### src/rtl/slice_replay_pkg.sv
package slice_replay_pkg;

  typedef enum logic [1:0] {
    OP_ADD    = 2'd0,
    OP_LOAD   = 2'd1,
    OP_STORE  = 2'd2,
    OP_BRANCH = 2'd3
  } op_e;

  typedef enum logic [2:0] {
    ST_IDLE,
    ST_REPLAY,
    ST_CHECK,
    ST_MERGE,
    ST_SQUASH,
    ST_DONE
  } state_e;

endpackage

### src/rtl/replay_regfile.sv
module replay_regfile #(
  parameter int NREG = 8,
  parameter int DW   = 16,
  localparam int RW  = $clog2(NREG)
) (
  input  logic               clk,
  input  logic               rst_n,
  input  logic               init_en,
  input  logic [NREG*DW-1:0] init_vec,
  input  logic [RW-1:0]      seed_idx,
  input  logic [DW-1:0]      seed_val,
  input  logic               wr_en,
  input  logic [RW-1:0]      wr_idx,
  input  logic [DW-1:0]      wr_data,
  input  logic [RW-1:0]      rd_a_idx,
  output logic [DW-1:0]      rd_a,
  input  logic [RW-1:0]      rd_b_idx,
  output logic [DW-1:0]      rd_b,
  input  logic [RW-1:0]      rd_m_idx,
  output logic [DW-1:0]      rd_m,
  output logic               dirty_m
);

  logic [DW-1:0]   regs_q [NREG];
  logic [DW-1:0]   regs_d [NREG];
  logic [NREG-1:0] dirty_q, dirty_d;

  always_comb begin
    regs_d  = regs_q;
    dirty_d = dirty_q;
    if (init_en) begin
      for (int i = 0; i < NREG; i++) regs_d[i] = init_vec[i*DW +: DW];
      regs_d[seed_idx]  = seed_val;
      dirty_d           = '0;
      dirty_d[seed_idx] = 1'b1;
    end else if (wr_en) begin
      regs_d[wr_idx]  = wr_data;
      dirty_d[wr_idx] = 1'b1;
    end
  end

  always_ff @(posedge clk or negedge rst_n) begin
    if (!rst_n) begin
      for (int i = 0; i < NREG; i++) regs_q[i] <= '0;
      dirty_q <= '0;
    end else if (init_en || wr_en) begin
      regs_q  <= regs_d;
      dirty_q <= dirty_d;
    end
  end

  assign rd_a    = regs_q[rd_a_idx];
  assign rd_b    = regs_q[rd_b_idx];
  assign rd_m    = regs_q[rd_m_idx];
  assign dirty_m = dirty_q[rd_m_idx];

  // A register write lands in the register copy on the next edge
  p_write_lands_r3: assert property (@(posedge clk) disable iff (!rst_n)
    (wr_en && !init_en) |=> regs_q[$past(wr_idx)] == $past(wr_data));

endmodule

### src/rtl/replay_store_buf.sv
module replay_store_buf #(
  parameter int SDEPTH = 4,
  parameter int DW     = 16,
  localparam int SW    = (SDEPTH > 1) ? $clog2(SDEPTH) : 1,
  localparam int CW    = $clog2(SDEPTH + 1)
) (
  input  logic          clk,
  input  logic          rst_n,
  input  logic          clr,
  input  logic          wr_en,
  input  logic [DW-1:0] wr_addr,
  input  logic [DW-1:0] wr_data,
  output logic          hit,
  output logic          full,
  input  logic [SW-1:0] rd_idx,
  output logic          rd_valid,
  output logic [DW-1:0] rd_addr,
  output logic [DW-1:0] rd_data
);

  logic [SDEPTH-1:0] valid_q, valid_d;
  logic [DW-1:0]     addr_q [SDEPTH];
  logic [DW-1:0]     addr_d [SDEPTH];
  logic [DW-1:0]     data_q [SDEPTH];
  logic [DW-1:0]     data_d [SDEPTH];
  logic [CW-1:0]     count_q, count_d;
  logic [SDEPTH-1:0] match;

  for (genvar g = 0; g < SDEPTH; g++) begin : g_match
    assign match[g] = valid_q[g] && (addr_q[g] == wr_addr);
  end

  assign hit  = |match;
  assign full = (count_q == CW'(SDEPTH));

  always_comb begin
    valid_d = valid_q;
    addr_d  = addr_q;
    data_d  = data_q;
    count_d = count_q;
    if (clr) begin
      valid_d = '0;
      count_d = '0;
    end else if (wr_en) begin
      if (hit) begin
        for (int i = 0; i < SDEPTH; i++)
          if (match[i]) data_d[i] = wr_data;
      end else if (!full) begin
        valid_d[SW'(count_q)] = 1'b1;
        addr_d[SW'(count_q)]  = wr_addr;
        data_d[SW'(count_q)]  = wr_data;
        count_d               = count_q + CW'(1);
      end
    end
  end

  always_ff @(posedge clk or negedge rst_n) begin
    if (!rst_n) begin
      valid_q <= '0;
      count_q <= '0;
      for (int i = 0; i < SDEPTH; i++) begin
        addr_q[i] <= '0;
        data_q[i] <= '0;
      end
    end else if (clr || wr_en) begin
      valid_q <= valid_d;
      count_q <= count_d;
      addr_q  <= addr_d;
      data_q  <= data_d;
    end
  end

  assign rd_valid = valid_q[rd_idx];
  assign rd_addr  = addr_q[rd_idx];
  assign rd_data  = data_q[rd_idx];

  // Coalescing keeps each address in at most one entry
  p_single_hit_r7: assert property (@(posedge clk) disable iff (!rst_n)
    $onehot0(match));

  // Occupancy never passes the buffer depth
  p_no_overflow_r11: assert property (@(posedge clk) disable iff (!rst_n)
    count_q <= CW'(SDEPTH));

endmodule

### src/rtl/replay_exec.sv
module replay_exec
  import slice_replay_pkg::*;
#(
  parameter int DW = 16
) (
  input  op_e           op,
  input  logic [DW-1:0] opa,
  input  logic [DW-1:0] opb,
  input  logic [DW-1:0] imm,
  input  logic [DW-1:0] orig_addr,
  input  logic          orig_taken,
  input  logic [DW-1:0] mem_rdata,
  input  logic          rdset_hit,
  input  logic          sb_hit,
  input  logic          sb_full,
  output logic [DW-1:0] addr,
  output logic [DW-1:0] result,
  output logic          wr_reg,
  output logic          st_accept,
  output logic          ld_req,
  output logic          violation
);

  logic moved;

  assign addr  = opa + imm;
  assign moved = (addr != orig_addr);

  always_comb begin
    result    = opa + opb;
    wr_reg    = 1'b0;
    st_accept = 1'b0;
    ld_req    = 1'b0;
    violation = 1'b0;
    unique case (op)
      OP_ADD: wr_reg = 1'b1;
      OP_LOAD: begin
        ld_req = 1'b1;
        result = mem_rdata;
        if (moved) violation = 1'b1;
        else       wr_reg    = 1'b1;
      end
      OP_STORE: begin
        if ((moved && rdset_hit) || (!sb_hit && sb_full)) violation = 1'b1;
        else                                              st_accept = 1'b1;
      end
      OP_BRANCH: begin
        if ((opa == opb) != orig_taken) violation = 1'b1;
      end
      default: violation = 1'b1;
    endcase
  end

endmodule

### src/rtl/slice_replay_unit.sv
module slice_replay_unit
  import slice_replay_pkg::*;
#(
  parameter int DW     = 16,
  parameter int NREG   = 8,
  parameter int MAXLEN = 32,
  parameter int SDEPTH = 4,
  localparam int RW    = $clog2(NREG),
  localparam int LW    = $clog2(MAXLEN),
  localparam int LENW  = LW + 1,
  localparam int SW    = (SDEPTH > 1) ? $clog2(SDEPTH) : 1,
  localparam int MW    = $clog2(NREG + SDEPTH),
  localparam int MLAST = NREG + SDEPTH - 1
) (
  input  logic               clk,
  input  logic               rst_n,
  input  logic               resolve_valid,
  input  logic [DW-1:0]      pred_value,
  input  logic [DW-1:0]      correct_value,
  input  logic [RW-1:0]      seed_reg,
  input  logic [LENW-1:0]    slice_len,
  input  logic [NREG*DW-1:0] livein_regs,
  output logic               slice_rd_en,
  output logic [LW-1:0]      slice_rd_idx,
  input  logic [1:0]         sl_op,
  input  logic [RW-1:0]      sl_dst,
  input  logic [RW-1:0]      sl_src1,
  input  logic [RW-1:0]      sl_src2,
  input  logic [DW-1:0]      sl_imm,
  input  logic [DW-1:0]      sl_orig_addr,
  input  logic               sl_orig_taken,
  output logic               mem_req,
  output logic [DW-1:0]      mem_addr,
  input  logic [DW-1:0]      mem_rdata,
  output logic [DW-1:0]      rdset_addr,
  input  logic               rdset_hit,
  output logic               undo_valid,
  output logic [DW-1:0]      undo_addr,
  output logic               wb_valid,
  output logic [RW-1:0]      wb_idx,
  output logic [DW-1:0]      wb_data,
  output logic               merge_valid,
  output logic [DW-1:0]      merge_addr,
  output logic [DW-1:0]      merge_data,
  output logic               squash_req,
  output logic               done,
  output logic               success,
  output logic               fail
);

  state_e          state_q, state_d;
  logic [LW-1:0]   pc_q, pc_d;
  logic [LENW-1:0] len_q, len_d;
  logic            ok_q, ok_d;
  logic [MW-1:0]   mcnt_q, mcnt_d;

  logic in_replay, in_merge, start_replay, mispredict;
  logic [DW-1:0] opa, opb, ex_addr, ex_result;
  logic ex_wr, ex_st, ex_ld, ex_viol, viol;
  logic sb_hit, sb_full, sb_rd_valid;
  logic [DW-1:0] sb_rd_addr, sb_rd_data, rf_m;
  logic rf_dirty_m, merge_regs;

  assign in_replay  = (state_q == ST_REPLAY);
  assign in_merge   = (state_q == ST_MERGE);
  assign mispredict = (pred_value != correct_value);
  assign start_replay = (state_q == ST_IDLE) && resolve_valid && mispredict;
  assign viol       = in_replay && ex_viol;
  assign merge_regs = (mcnt_q < MW'(NREG));

  replay_regfile #(.NREG(NREG), .DW(DW)) u_rf (
    .clk      (clk),
    .rst_n    (rst_n),
    .init_en  (start_replay),
    .init_vec (livein_regs),
    .seed_idx (seed_reg),
    .seed_val (correct_value),
    .wr_en    (in_replay && ex_wr),
    .wr_idx   (sl_dst),
    .wr_data  (ex_result),
    .rd_a_idx (sl_src1),
    .rd_a     (opa),
    .rd_b_idx (sl_src2),
    .rd_b     (opb),
    .rd_m_idx (RW'(mcnt_q)),
    .rd_m     (rf_m),
    .dirty_m  (rf_dirty_m)
  );

  replay_exec #(.DW(DW)) u_exec (
    .op         (op_e'(sl_op)),
    .opa        (opa),
    .opb        (opb),
    .imm        (sl_imm),
    .orig_addr  (sl_orig_addr),
    .orig_taken (sl_orig_taken),
    .mem_rdata  (mem_rdata),
    .rdset_hit  (rdset_hit),
    .sb_hit     (sb_hit),
    .sb_full    (sb_full),
    .addr       (ex_addr),
    .result     (ex_result),
    .wr_reg     (ex_wr),
    .st_accept  (ex_st),
    .ld_req     (ex_ld),
    .violation  (ex_viol)
  );

  replay_store_buf #(.SDEPTH(SDEPTH), .DW(DW)) u_sb (
    .clk      (clk),
    .rst_n    (rst_n),
    .clr      (start_replay),
    .wr_en    (in_replay && ex_st),
    .wr_addr  (ex_addr),
    .wr_data  (opb),
    .hit      (sb_hit),
    .full     (sb_full),
    .rd_idx   (SW'(mcnt_q - MW'(NREG))),
    .rd_valid (sb_rd_valid),
    .rd_addr  (sb_rd_addr),
    .rd_data  (sb_rd_data)
  );

  // Next-state logic
  always_comb begin
    state_d = state_q;
    pc_d    = pc_q;
    len_d   = len_q;
    ok_d    = ok_q;
    mcnt_d  = mcnt_q;
    unique case (state_q)
      ST_IDLE: begin
        if (resolve_valid) begin
          ok_d = 1'b1;
          if (!mispredict) begin
            state_d = ST_DONE;
          end else begin
            pc_d    = '0;
            len_d   = slice_len;
            state_d = (slice_len == '0) ? ST_CHECK : ST_REPLAY;
          end
        end
      end
      ST_REPLAY: begin
        if (viol) begin
          ok_d    = 1'b0;
          state_d = ST_CHECK;
        end else begin
          pc_d = pc_q + LW'(1);
          if (({1'b0, pc_q} + LENW'(1)) == len_q) state_d = ST_CHECK;
        end
      end
      ST_CHECK: begin
        mcnt_d  = '0;
        state_d = ok_q ? ST_MERGE : ST_SQUASH;
      end
      ST_MERGE: begin
        mcnt_d = mcnt_q + MW'(1);
        if (mcnt_q == MW'(MLAST)) state_d = ST_DONE;
      end
      ST_SQUASH: state_d = ST_DONE;
      ST_DONE:   state_d = ST_IDLE;
      default:   state_d = ST_IDLE;
    endcase
  end

  always_ff @(posedge clk or negedge rst_n) begin
    if (!rst_n) begin
      state_q <= ST_IDLE;
      pc_q    <= '0;
      len_q   <= '0;
      ok_q    <= 1'b0;
      mcnt_q  <= '0;
    end else begin
      state_q <= state_d;
      pc_q    <= pc_d;
      len_q   <= len_d;
      ok_q    <= ok_d;
      mcnt_q  <= mcnt_d;
    end
  end

  assign slice_rd_en  = in_replay;
  assign slice_rd_idx = pc_q;
  assign mem_req      = in_replay && ex_ld;
  assign mem_addr     = ex_addr;
  assign rdset_addr   = ex_addr;
  assign undo_valid   = in_replay && ex_st && !sb_hit;
  assign undo_addr    = ex_addr;
  assign wb_valid     = in_merge && merge_regs && rf_dirty_m;
  assign wb_idx       = RW'(mcnt_q);
  assign wb_data      = rf_m;
  assign merge_valid  = in_merge && !merge_regs && sb_rd_valid;
  assign merge_addr   = sb_rd_addr;
  assign merge_data   = sb_rd_data;
  assign squash_req   = (state_q == ST_SQUASH);
  assign done         = (state_q == ST_DONE);
  assign success      = done && ok_q;
  assign fail         = done && !ok_q;

  // Outcome carries exactly one verdict
  p_one_verdict_r10: assert property (@(posedge clk) disable iff (!rst_n)
    done |-> (success ^ fail));
  p_verdict_needs_done_r10: assert property (@(posedge clk) disable iff (!rst_n)
    (success || fail) |-> done);
  p_done_pulse_r10: assert property (@(posedge clk) disable iff (!rst_n)
    done |=> !done);

  // Entries are read back to back in program order
  p_in_order_r2: assert property (@(posedge clk) disable iff (!rst_n)
    (slice_rd_en && $past(slice_rd_en)) |-> slice_rd_idx == $past(slice_rd_idx) + LW'(1));

  // A correct prediction completes at once
  p_discard_r1: assert property (@(posedge clk) disable iff (!rst_n)
    (state_q == ST_IDLE && resolve_valid && !mispredict) |=> (success && !slice_rd_en));

  // A violation stops reading and suppresses any commit
  p_stop_on_fail_r12: assert property (@(posedge clk) disable iff (!rst_n)
    viol |=> !slice_rd_en && !wb_valid && !merge_valid);

  // A squash request is followed by the fail verdict
  p_squash_then_fail_r9: assert property (@(posedge clk) disable iff (!rst_n)
    squash_req |=> (done && fail));

endmodule

### config.mk
export PLATFORM = sky130hd
export DESIGN_NAME = slice_replay_unit
export DESIGN_NICKNAME = d
export VERILOG_FILES = /design/src/rtl/slice_replay_pkg.sv /design/src/rtl/replay_regfile.sv /design/src/rtl/replay_store_buf.sv /design/src/rtl/replay_exec.sv /design/src/rtl/slice_replay_unit.sv
export SDC_FILE = /design/constraint.sdc
export NUM_CORES = 1
export LEC_CHECK = 0
export ABC_AREA = 1
export BUFFER_PORTS_ARGS = -buffer_cell sky130_fd_sc_hd__buf_2
export CELL_PAD_IN_SITES_DETAIL_PLACEMENT = 0
export CELL_PAD_IN_SITES_GLOBAL_PLACEMENT = 1
export CORE_MARGIN = 2
export CORE_UTILIZATION = 40
export CTS_CLUSTER_DIAMETER = 30
export CTS_CLUSTER_SIZE = 10
export DETAILED_ROUTE_END_ITERATION = 10
export PLACE_DENSITY_LB_ADDON = 0.1
export SETUP_SLACK_MARGIN = 0.5
export SYNTH_ARGS = -nofsm -noshare
export SYNTH_HDL_FRONTEND = slang
export SYNTH_SLANG_ARGS = --single-unit
export TNS_END_PERCENT = 100
### constraint.sdc
create_clock -name clk -period 10.1 [get_ports clk]
set_clock_uncertainty 0.05 [all_clocks]
set_input_delay 2.02 -clock clk [delete_from_list [all_inputs] [get_ports clk]]
set_output_delay 2.02 -clock clk [all_outputs]
set_load 0.01 [all_outputs]
## Word level (Yosys, flattened, before mapping)

Cells that the tools add are included.

- Add/subtract/negate cells: 7
- Shift-type cells: 0
- Bitwise operators: 12
- Multipliers: 0
- Eq/ne operators: 32
- Muxes and demuxes: 79
- Divide/modulo/power cells: 0
- Reduce and logical (&&, ||, !) cells: 50
- $lt $le $gt $ge: 19

Operators by type and width:

| operator | number |
|---|---|
| two-way mux 16 bit | 18 |
| bitwise mux 128 bit | 2 |
| two-way mux 128 bit | 2 |
| binary-select mux 16 bit (select 3 bit) | 3 |
| bitwise mux 64 bit | 2 |
| two-way mux 64 bit | 2 |
| demux 16 bit (select 3 bit) | 2 |
| == test 16 bit | 5 |
| binary-select mux 16 bit (select 2 bit) | 2 |
| adder 16 bit | 2 |
| demux 16 bit (select 2 bit) | 1 |
| != test 16 bit | 2 |
| two-way mux 3 bit | 10 |
| logical AND 1 bit | 25 |
| AND reduction 5 bit | 5 |
| greater-or-equal comparator 4 bit, second input constant | 5 |
| inverter 3 -> 4 bit | 5 |
| two-way mux 4 bit | 4 |
| two-way mux 8 bit | 2 |
| two-way mux 5 bit | 3 |
| case mux 3 bit (5 select lines) | 1 |
| two-way mux 1 bit | 14 |
| != test 2 x 1 -> 1 bit, second input constant | 7 |
| less-than comparator 3 x 4 -> 1 bit, second input constant | 3 |
| 45 further kinds | 72 |

- Latch bits: 0
- Output and inout bits: 113
- Logic and storage cells: 223
- Bits in read-only memories: 0
- RAM bits: 0
- Register bits after elaboration: 290
- Memories kept: 0
- Bits of input ports: 233

## Depth between registers and ports, before layout

Gate-level depths: netlist (run 1).

- Depth after elaboration: 16
- Depth in mapped cells: 34
- Mapped depth without buffers: 32

## Modules after synthesis

Synthesis (run 1) repeated with hierarchy kept, for this count alone.

- Cell total of the unflattened synthesis: 3861
- Area, all modules: 23749.0 µm²

Modules (own cells, without submodules):

| module | instances | sequential area each (µm²) | cells an instance | area each (µm²) |
|---|---|---|---|---|
| replay_regfile | 1 | 3403.3 | 2153 | 12279.3 |
| replay_store_buf | 1 | 3378.2 | 1061 | 7574.8 |
| replay_exec | 1 | 0.0 | 400 | 2223.4 |
| slice_replay_unit | 1 | 475.5 | 247 | 1671.6 |

## Least setup slack after synthesis (run 1)

No wires, ideal clock.

- Path kind: input to output
- Start: input port sl_src1[0]
- End: output port undo_valid
- Slack: 2.500 ns
- Cell stages on the path: 21
- Path buffers: 4
- Data required time: 8.030 ns
- Arrival time: 5.530 ns
- Cells stage by stage: buf_4 -> clkbuf_1 -> clkbuf_1 -> o211ai_1 -> a31oi_1 -> ha_1 -> inv_1 -> fa_1 -> clkbuf_1 -> o21ai_0 -> nor3_1 -> nand3_1 -> nor3_1 -> nand3_1 -> nor2_1 -> nand3_1 -> nand2_1 -> nand4_4 -> inv_2 -> nand2_1 -> inv_1

- Longest elaborated chain between the ends: 15
- Elaborated cells on any way between the ends: 23
- Those cells by class: 1 x add/sub; 5 x eq/ne; 5 x mux; 1 x bitwise; 11 x reduce/logical

RTL lines:

| element | line | text |
|---|---|---|
| start: declaration | slice_replay_unit.sv:27 | `input logic [RW-1:0] sl_src1,` |
| inverter 3 -> 4 bit (not written as such) * | replay_regfile.sv:52 | `assign rd_a = regs_q[rd_a_idx];` |
| binary-select mux 16 bit (select 3 bit) * | replay_regfile.sv:52 |  |
| two-way mux 16 bit (not written as such) * (2 in a row) | replay_regfile.sv:52 |  |
| adder 16 bit * | replay_exec.sv:26 | `assign addr = opa + imm;` |
| == test 16 bit | replay_store_buf.sv:30 | `assign match[g] = valid_q[g] && (addr_q[g] == wr_addr);` |
| logical AND 1 bit | replay_store_buf.sv:30 |  |
| OR reduction 4 bit | replay_store_buf.sv:33 | `assign hit = \|match;` |
| logical NOT 1 bit | replay_exec.sv:44, slice_replay_unit.sv:188 |  |
| logical AND 1 bit | replay_exec.sv:44 | `if ((moved && rdset_hit) \|\| (!sb_hit && sb_full)) violation = 1'b1;` |
| logical OR 1 bit | replay_exec.sv:44 |  |
| two-way mux 1 bit | replay_exec.sv:44 |  |
| two-way mux 1 bit | replay_exec.sv:35 | `unique case (op)` |
| logical AND 1 bit | slice_replay_unit.sv:188 | `assign undo_valid = in_replay && ex_st && !sb_hit;` |
| logical AND 1 bit * | slice_replay_unit.sv:188 |  |
| end: declaration | slice_replay_unit.sv:37 | `output logic undo_valid,` |

Every way passes the cells marked *; elsewhere a longest branch is shown, timed or not. The select of a mux whose other input is x is not followed.

## Final worst setup path (run 1)

Ends and elaborated chain as after synthesis.

==> results of run 1 <==
==> flip-flops by register name (all words and copies together) (netlist names), 3 cells and up <==
signal and count:
len_q 6, mcnt_q 4, slice_rd_idx 5, state_q 3
u_rf.dirty_q 8, u_rf.regs_q 128, u_sb.addr_q 64, u_sb.count_q 3
u_sb.data_q 64, u_sb.valid_q 4
==> worst max-delay path, stage by stage <==
cell and delay, ns:
buf_2 0.19, buf_4 0.59, o21ai_0 0.18, o21ai_0 0.29, a21oi_1 0.10, a31oi_1 0.50, ha_1 0.42, a21oi_2 0.21
nand2_2 0.11, nand2_2 0.11, nand2_2 0.09, nand2_1 0.19, nand2_2 0.18, xor2_1 0.18, nor3_1 0.28, nand3_1 0.15
nor2_1 0.14, nand3_1 0.16, nand2_1 0.16, nand4_4 0.21, inv_2 0.15, nand2_1 0.08, inv_1 0.08, buf_2 0.15
==> layout by cell type, fill, tap and decap left out, types with 3 or more instances in the layout <==
master and instances:
clkbuf_8 18, nand3b_1 3, a31oi_1 35, xnor2_1 23
buf_4 34, nand3_1 109, o211ai_1 43, xor2_1 25
dfrtp_1 288, a22oi_1 25, nand4_1 9, inv_2 9
bufinv_16 15, o221ai_1 4, o21ai_2 3, ha_1 36
a221oi_1 3, nand3_2 7, nor3_1 16, or2_2 4
o21ai_0 603, nand2_2 17, clkbuf_16 87, clkinvlp_4 7
clkinv_2 12, nor2_1 188, clkbuf_1 10, nand2_1 1052
o21ai_1 91, a21oi_1 186, inv_1 292, nor2_2 5
clkinv_4 5, clkinv_1 3, buf_2 344, o22ai_1 35
o2111ai_1 3, nor4_1 4
==> cell families after synthesis <==
kind of cell | Yosys count
flops | 290
simple gates | 1425
compound gates | 1043
mux | 2
fa+ha+maj | 38
xor+xnor | 48
buf+inv | 533
==> stage by stage <==
| step | setup WS (ns) | utilization (%) | area [sq um] | std cells |
|---|---|---|---|---|
| 2_1_floorplan | 2.50 | - | 21800 | 3379 |
| 3_3_place_gp | 1.28 | 43.8 | 23600 | 4228 |
| 3_5_place_dp | 1.15 | 43.8 | 23600 | 4228 |
| 4_1_cts | 1.13 | 49.7 | 26700 | 4388 |
| 5_1_grt | 0.645 | 49.7 | 26700 | 4389 |
| 6_report | 1.08 | 49.7 | 26700 | 4390 |
==> power groups by stage <==
| stage | Sequential [W] | Clock [W] | Combinational, W |
|---|---|---|---|
| after floorplan | 0.00172 | 0 | 0.00250 |
| after global placement | 0.00187 | 0 | 0.00371 |
| after detailed placement | 0.00187 | 0 | 0.00372 |
| after CTS | 0.00186 | 0.00295 | 0.00375 |
| after global routing | 0.00191 | 0.00302 | 0.00415 |
| final | 0.00188 | 0.00293 | 0.00378 |
==> cell type report <==
type	instances	area, sq um	area share [%]
Multi-Input combinational cell	2556	12300	45.9
Clock buffer	115	2460	9.21
Clock inverter	45	697	2.61
Tap cell	696	871	3.26
Timing Repair Buffer	380	2010	7.53
Inverter	306	1150	4.32
Sequential cell	290	7260	27.2
Antenna cell	2	5.00	0.0187
==> layer usage <==
metal,vias up,share of wire [%],GRT usage (%)
met5,-,0.024,0
met4,4,4.7,15.4
met3,175,7.3,5.50
met2,1150,46,54.6
met1,11700,42,44.4
li1,11700,-,-
==> how the worst max path moves through the flow <==
| stage | start | to | cells past startpoint |
|---|---|---|---|
| after detailed placement | sl_src1[0] | undo_valid | 24 |
| final | sl_src1[0] | undo_valid | 24 |
| after CTS | sl_src1[0] | undo_valid | 24 |
| after global placement | sl_src1[0] | undo_valid | 22 |
| after floorplan | sl_src1[0] | undo_valid | 21 |
| after global routing | sl_src1[0] | undo_valid | 25 |
==> impl_metrics.json, run 1 <==
{
  "numCtsBuffers": 86,
  "rsz0062_at_grt": "no",
  "area_growth_pct": 22.8,
  "num_io_pins": 346,
  "start_util_pct": 40.5,
  "final_antenna_net_count": 0,
  "io_buffer_count": 345,
  "rows": 85,
  "synth_seq_cells": 290,
  "fmax_ghz": 0.111,
  "num_vias": 24700,
  "yosys-top-cells-count": "nand2_1 (1052), o21ai_0 (603), inv_1 (294), dfrtp_1 (290), nor2_1 (188)",
  "yosysWarnings": 0,
  "synth_top_family_by_area": "simple AND/OR/NAND/NOR gates",
  "power.density_mw_per_mm2": 322,
  "vias_per_cell": 5.62,
  "status": "complete, no violations",
  "hpwl_mm": 72.4,
  "ctsHoldBuffers": 0,
  "overflow": 0,
  "cts_resized": 0,
  "whs_ns": 0.431,
  "critPathLaunchType": "input port",
  "synth_adder_area_share_pct": 2.25,
  "die_x_um": 237,
  "cts_buffer_depth": 3,
  "period_share_pct": 89.3,
  "report.final.slew_viol_count": 0,
  "cts-root-buf": "clkbuf_16",
  "cts_tree": "done",
  "period_needed_ns": 9.02,
  "fp.coreArea_sq_mm": 0.0538,
  "syn_avg_cell_area_sq_um": 6.44,
  "first_pass_iters": 7,
  "synth_compound_area_share_pct": 25.7,
  "fin_nets": 3891,
  "worstReg2RegStart": "u_rf.regs_q[34]",
  "synth_edf_count": 0,
  "yosysTopAreaCell": "dfrtp_1",
  "min_to": "u_sb.data_q[46]",
  "ir_drop_uv": 144,
  "internal_power_w": 0.00472,
  "drtIter0Drc": 2689,
  "grt_use_total_pct": 33.8,
  "min_path_type": "reg2reg",
  "power.total_w": 0.00860,
  "wl_mm": 96.8,
  "net-switching-power_w": 0.00388,
  "clk_pin_slew_ns": 0.04,
  "synthMuxAreaShare_pct": 0.0920,
  "async_reset_ff_share_pct": 100,
  "synth.area.top_cells": "dfrtp_1 (33%), nand2_1 (18%), o21ai_0 (14%)",
  "grt_pass1_wl_mm": 144,
  "synth_top_area_share_pct": 33.3,
  "gp_congestion": 0.963,
  "min_path_cells": 2,
  "cp.arrival_ns": 6.95,
  "grt_pass1_vias": 23100,
  "h-tree-depth": 3,
  "netlist_area_sq_mm": 0.0218,
  "path_max_fanout": 71,
  "grt_max_degree": 143,
  "fp.dieArea_sq_mm": 0.0563,
  "synthesis.nets": 3650,
  "slew_headroom_pct": 12.7,
  "finalSetupTns_ns": 0,
  "synth_xor_area_share_pct": 1.93,
  "hold_viol": 0,
  "grt_antenna_before_repair": 4,
  "post-cts-setup-buffers": 0,
  "synth.distinct_cells": 54,
  "die_y_um": 237,
  "rrSetupSlack_ns": 4.28,
  "drive_gt1_share_pct": 16.1,
  "p_clk_share_pct": 34.1,
  "end_kind": "output pin",
  "clkLatencyLatePin_ns": 0.63,
  "clock-sinks": 290,
  "yosys.area_share.simple_pct": 26.3,
  "r2r_cells": 23,
  "ys.flop_type": "dfrtp_1",
  "synth_most_common_cell": "nand2_1",
  "fillers": 5609,
  "netSwitchingFraction_pct": 45.1,
  "p_comb_share_pct": 44.0,
  "crit_required_ns": 8.03,
  "r2r-end": "u_rf.regs_q[64]",
  "seqPwrFrac_pct": 21.9,
  "drc": 0,
  "worst_pin_slew_ns": 1.30,
  "avgRoutedWirePerCell_um": 22.1,
  "netlist_instances": 3379,
  "crit_type": "in2out",
  "drv_cap": 0,
  "min_from": "u_sb.data_q[46]",
  "p_leak_nw": 13.3,
  "finalSetupViolations": 0,
  "ys_seq_area_share_pct": 33.3
}
No activity file was read; power rests on OpenSTA's default activity.
==> run 2: changes to the inputs <==
--- a/config.mk
+++ b/config.mk
@@ -7,14 +7,12 @@
 export LEC_CHECK = 0
 export ABC_AREA = 1
 export BUFFER_PORTS_ARGS = -buffer_cell sky130_fd_sc_hd__buf_2
-export CELL_PAD_IN_SITES_DETAIL_PLACEMENT = 0
-export CELL_PAD_IN_SITES_GLOBAL_PLACEMENT = 1
 export CORE_MARGIN = 2
 export CORE_UTILIZATION = 40
 export CTS_CLUSTER_DIAMETER = 30
 export CTS_CLUSTER_SIZE = 10
 export DETAILED_ROUTE_END_ITERATION = 10
-export PLACE_DENSITY_LB_ADDON = 0.1
+export HOLD_SLACK_MARGIN = 0.1
 export SETUP_SLACK_MARGIN = 0.5
 export SYNTH_ARGS = -nofsm -noshare
 export SYNTH_HDL_FRONTEND = slang
==> run 2 against run 1 <==
Net effect: wire length shrank 5.5%; sequential cell count is the same; sequential share of layout area grew 0.27 points; clock power shrank 8.2%; via count shrank 2.3%; hold slack is essentially flat; clock-buffer cell count shrank 7; worst setup slack lost 0.14 ns; register-to-register slack gained 0.08 ns; power shrank 3.4%.
==> impl_metrics.json, run 2 (same netlist as run 1, synthesis figures left out) <==
{
  "status": "complete, no violations",
  "worstReg2RegStart": "u_rf.regs_q[96]",
  "die_y_um": 237,
  "finalSetupViolations": 0,
  "r2r_cells": 21,
  "critPathLaunch": "sl_src1[0]",
  "cts_resized": 0,
  "fillers": 5633,
  "start_util_pct": 40.5,
  "cts_buffer_depth": 3,
  "first_pass_iters": 6,
  "max_stage_delay_ns": 0.56,
  "reg_top3": "u_rf.regs_q x128, u_sb.addr_q x64, u_sb.data_q x64",
  "p_leak_nw": 13.2,
  "fp.coreArea_sq_mm": 0.0538,
  "busiest_layer": "met2",
  "dp_slack_ns": 1.11,
  "h-tree-depth": 3,
  "rrSetupSlack_ns": 4.36,
  "grt_use_total_pct": 31.8,
  "final_common_cell": "nand2_1",
  "grt_pass1_vias": 22400,
  "r2r-end": "u_rf.regs_q[79]",
  "grt_antenna_before_repair": 5,
  "net-switching-power_w": 0.00378,
  "min_path_type": "reg2reg",
  "critPathLaunchType": "input port",
  "area_growth_pct": 21.6,
  "rows": 85,
  "regMostFlops": "u_rf.regs_q",
  "numCtsBuffers": 82,
  "overflow": 0,
  "grtUsageMet1_pct": 42.8,
  "ctsHoldBuffers": 0,
  "report.final.slew_viol_count": 0,
  "crit_type": "in2out",
  "power.total_w": 0.00830,
  "worst_slack_ns": 0.937,
  "drv_cap": 0,
  "crit_slowest_cell": "a31oi_1",
  "ir_drop_uv": 159,
  "gp_congestion": 1.01,
  "cpMostUsedCell": "nand2_2",
  "wl_mm": 91.5,
  "clock-sinks": 290,
  "met2_usage_pct": 49.6,
  "clkLatencyLatePin_ns": 0.62,
  "grt_max_degree": 149,
  "p_clk_share_pct": 32.4,
  "crit_required_ns": 8.03,
  "clk_pin_slew_ns": 0.04,
  "power.density_mw_per_mm2": 314,
  "cts_tree": "done",
  "hpwl_mm": 68.4,
  "min_from": "u_rf.regs_q[44]",
  "min_to": "u_rf.regs_q[44]",
  "final_antenna_net_count": 0,
  "layout_common_cells": "nand2_1 (1052), o21ai_0 (603), buf_2 (344)",
  "hold_viol": 0,
  "cp.arrival_ns": 7.09,
  "io_buffer_count": 345,
  "num_vias": 24100,
  "internal_power_w": 0.00452,
  "grt_use_met3_pct": 5.85,
  "die_x_um": 237,
  "p_comb_share_pct": 44.6,
  "avgRoutedWirePerCell_um": 20.9,
  "vias_per_cell": 5.50,
  "drtIter0Drc": 2538,
  "period_needed_ns": 9.16,
  "fin_nets": 3886,
  "path_max_fanout": 44,
  "netSwitchingFraction_pct": 45.5,
  "path_cells": "buf_2 -> inv_2 -> buf_4 -> o21ai_0 -> a21oi_1 -> a31oi_1 -> ha_1 -> a21oi_2 -> nand2_2 -> nand2_2 -> nand2_2 -> nand2_1 -> nand2_2 -> xor2_1 -> nor3_1 -> nand3_1 -> nor2_1 -> nand3_1 -> nand2_1 -> nand4_4 -> inv_2 -> nand2_1 -> inv_1 -> buf_2",
  "num_io_pins": 346,
  "fmax_ghz": 0.109,
  "min_path_cells": 2,
  "period_share_pct": 90.7,
  "end_kind": "output pin",
  "seqPwrFrac_pct": 23.0,
  "slew_headroom_pct": 14.3,
  "post-cts-setup-buffers": 0,
  "fp.dieArea_sq_mm": 0.0563,
  "largest_reg_flops": 128,
  "drive_gt1_share_pct": 15.9,
  "finalSetupTns_ns": 0,
  "rsz0062_at_grt": "no",
  "drc": 0,
  "cts-root-buf": "clkbuf_16",
  "grt_pass1_wl_mm": 136,
  "worst_pin_slew_ns": 1.28
}
==> run 2: layout make-up <==
cell class              instances  area (sq um)  area share, %
inverters                     306          1150           4.36
clock buffers                 108          2340           8.85
flip-flops and latches        290          7260           27.4
diodes                          2          5.00         0.0189
repair buffers                379          2000           7.57
well taps                     696           871           3.29
clock inverters                43           561           2.12
multi-input cells            2556         12300           46.3
==> run 2: through the flow <==
stage / utilization, % / area [sq um] / cells / hold WS [ns]
after floorplan: - / 21800 / 3379 / 0.399
after global placement: 43.8 / 23600 / 4227 / 0.416
after detailed placement: 43.8 / 23600 / 4227 / 0.419
after CTS: 49.2 / 26500 / 4378 / 0.430
after global routing: 49.2 / 26500 / 4378 / 0.436
final: 49.2 / 26500 / 4380 / 0.431
==> run 2: power by group through the flow <==
stage                     clock, W  sequential, W  combinational, W
after floorplan                  0        0.00172           0.00250
after CTS                  0.00272        0.00189           0.00365
after detailed placement         0        0.00190           0.00363
final                      0.00269        0.00191           0.00370
after global routing       0.00278        0.00194           0.00406
after global placement           0        0.00190           0.00363
==> run 2: how the worst max path moves through the flow <==
stage                 endpoint
detailed placement  undo_valid
finish              undo_valid
floorplan           undo_valid
global route        undo_valid
global placement    undo_valid
CTS                 undo_valid
==> run 2: per-layer routing <==
layer | vias to the layer above | routed length, um
li1 | 11600 | -
met1 | 11000 | 38100
met2 | 1259 | 40500
met3 | 187 | 8750
met4 | 2 | 4060
met5 | - | 10
==> run 2: critical path, delay by kind of cell <==
kind / cells / cell delay (ns)
XOR/XNOR: 1 / 0.18
buffers and inverters: 6 / 1.52
adder cells (fa/ha/maj): 1 / 0.43
AND/OR/NAND/NOR: 12 / 1.85
AO/OA/AOI/OAI: 4 / 1.06
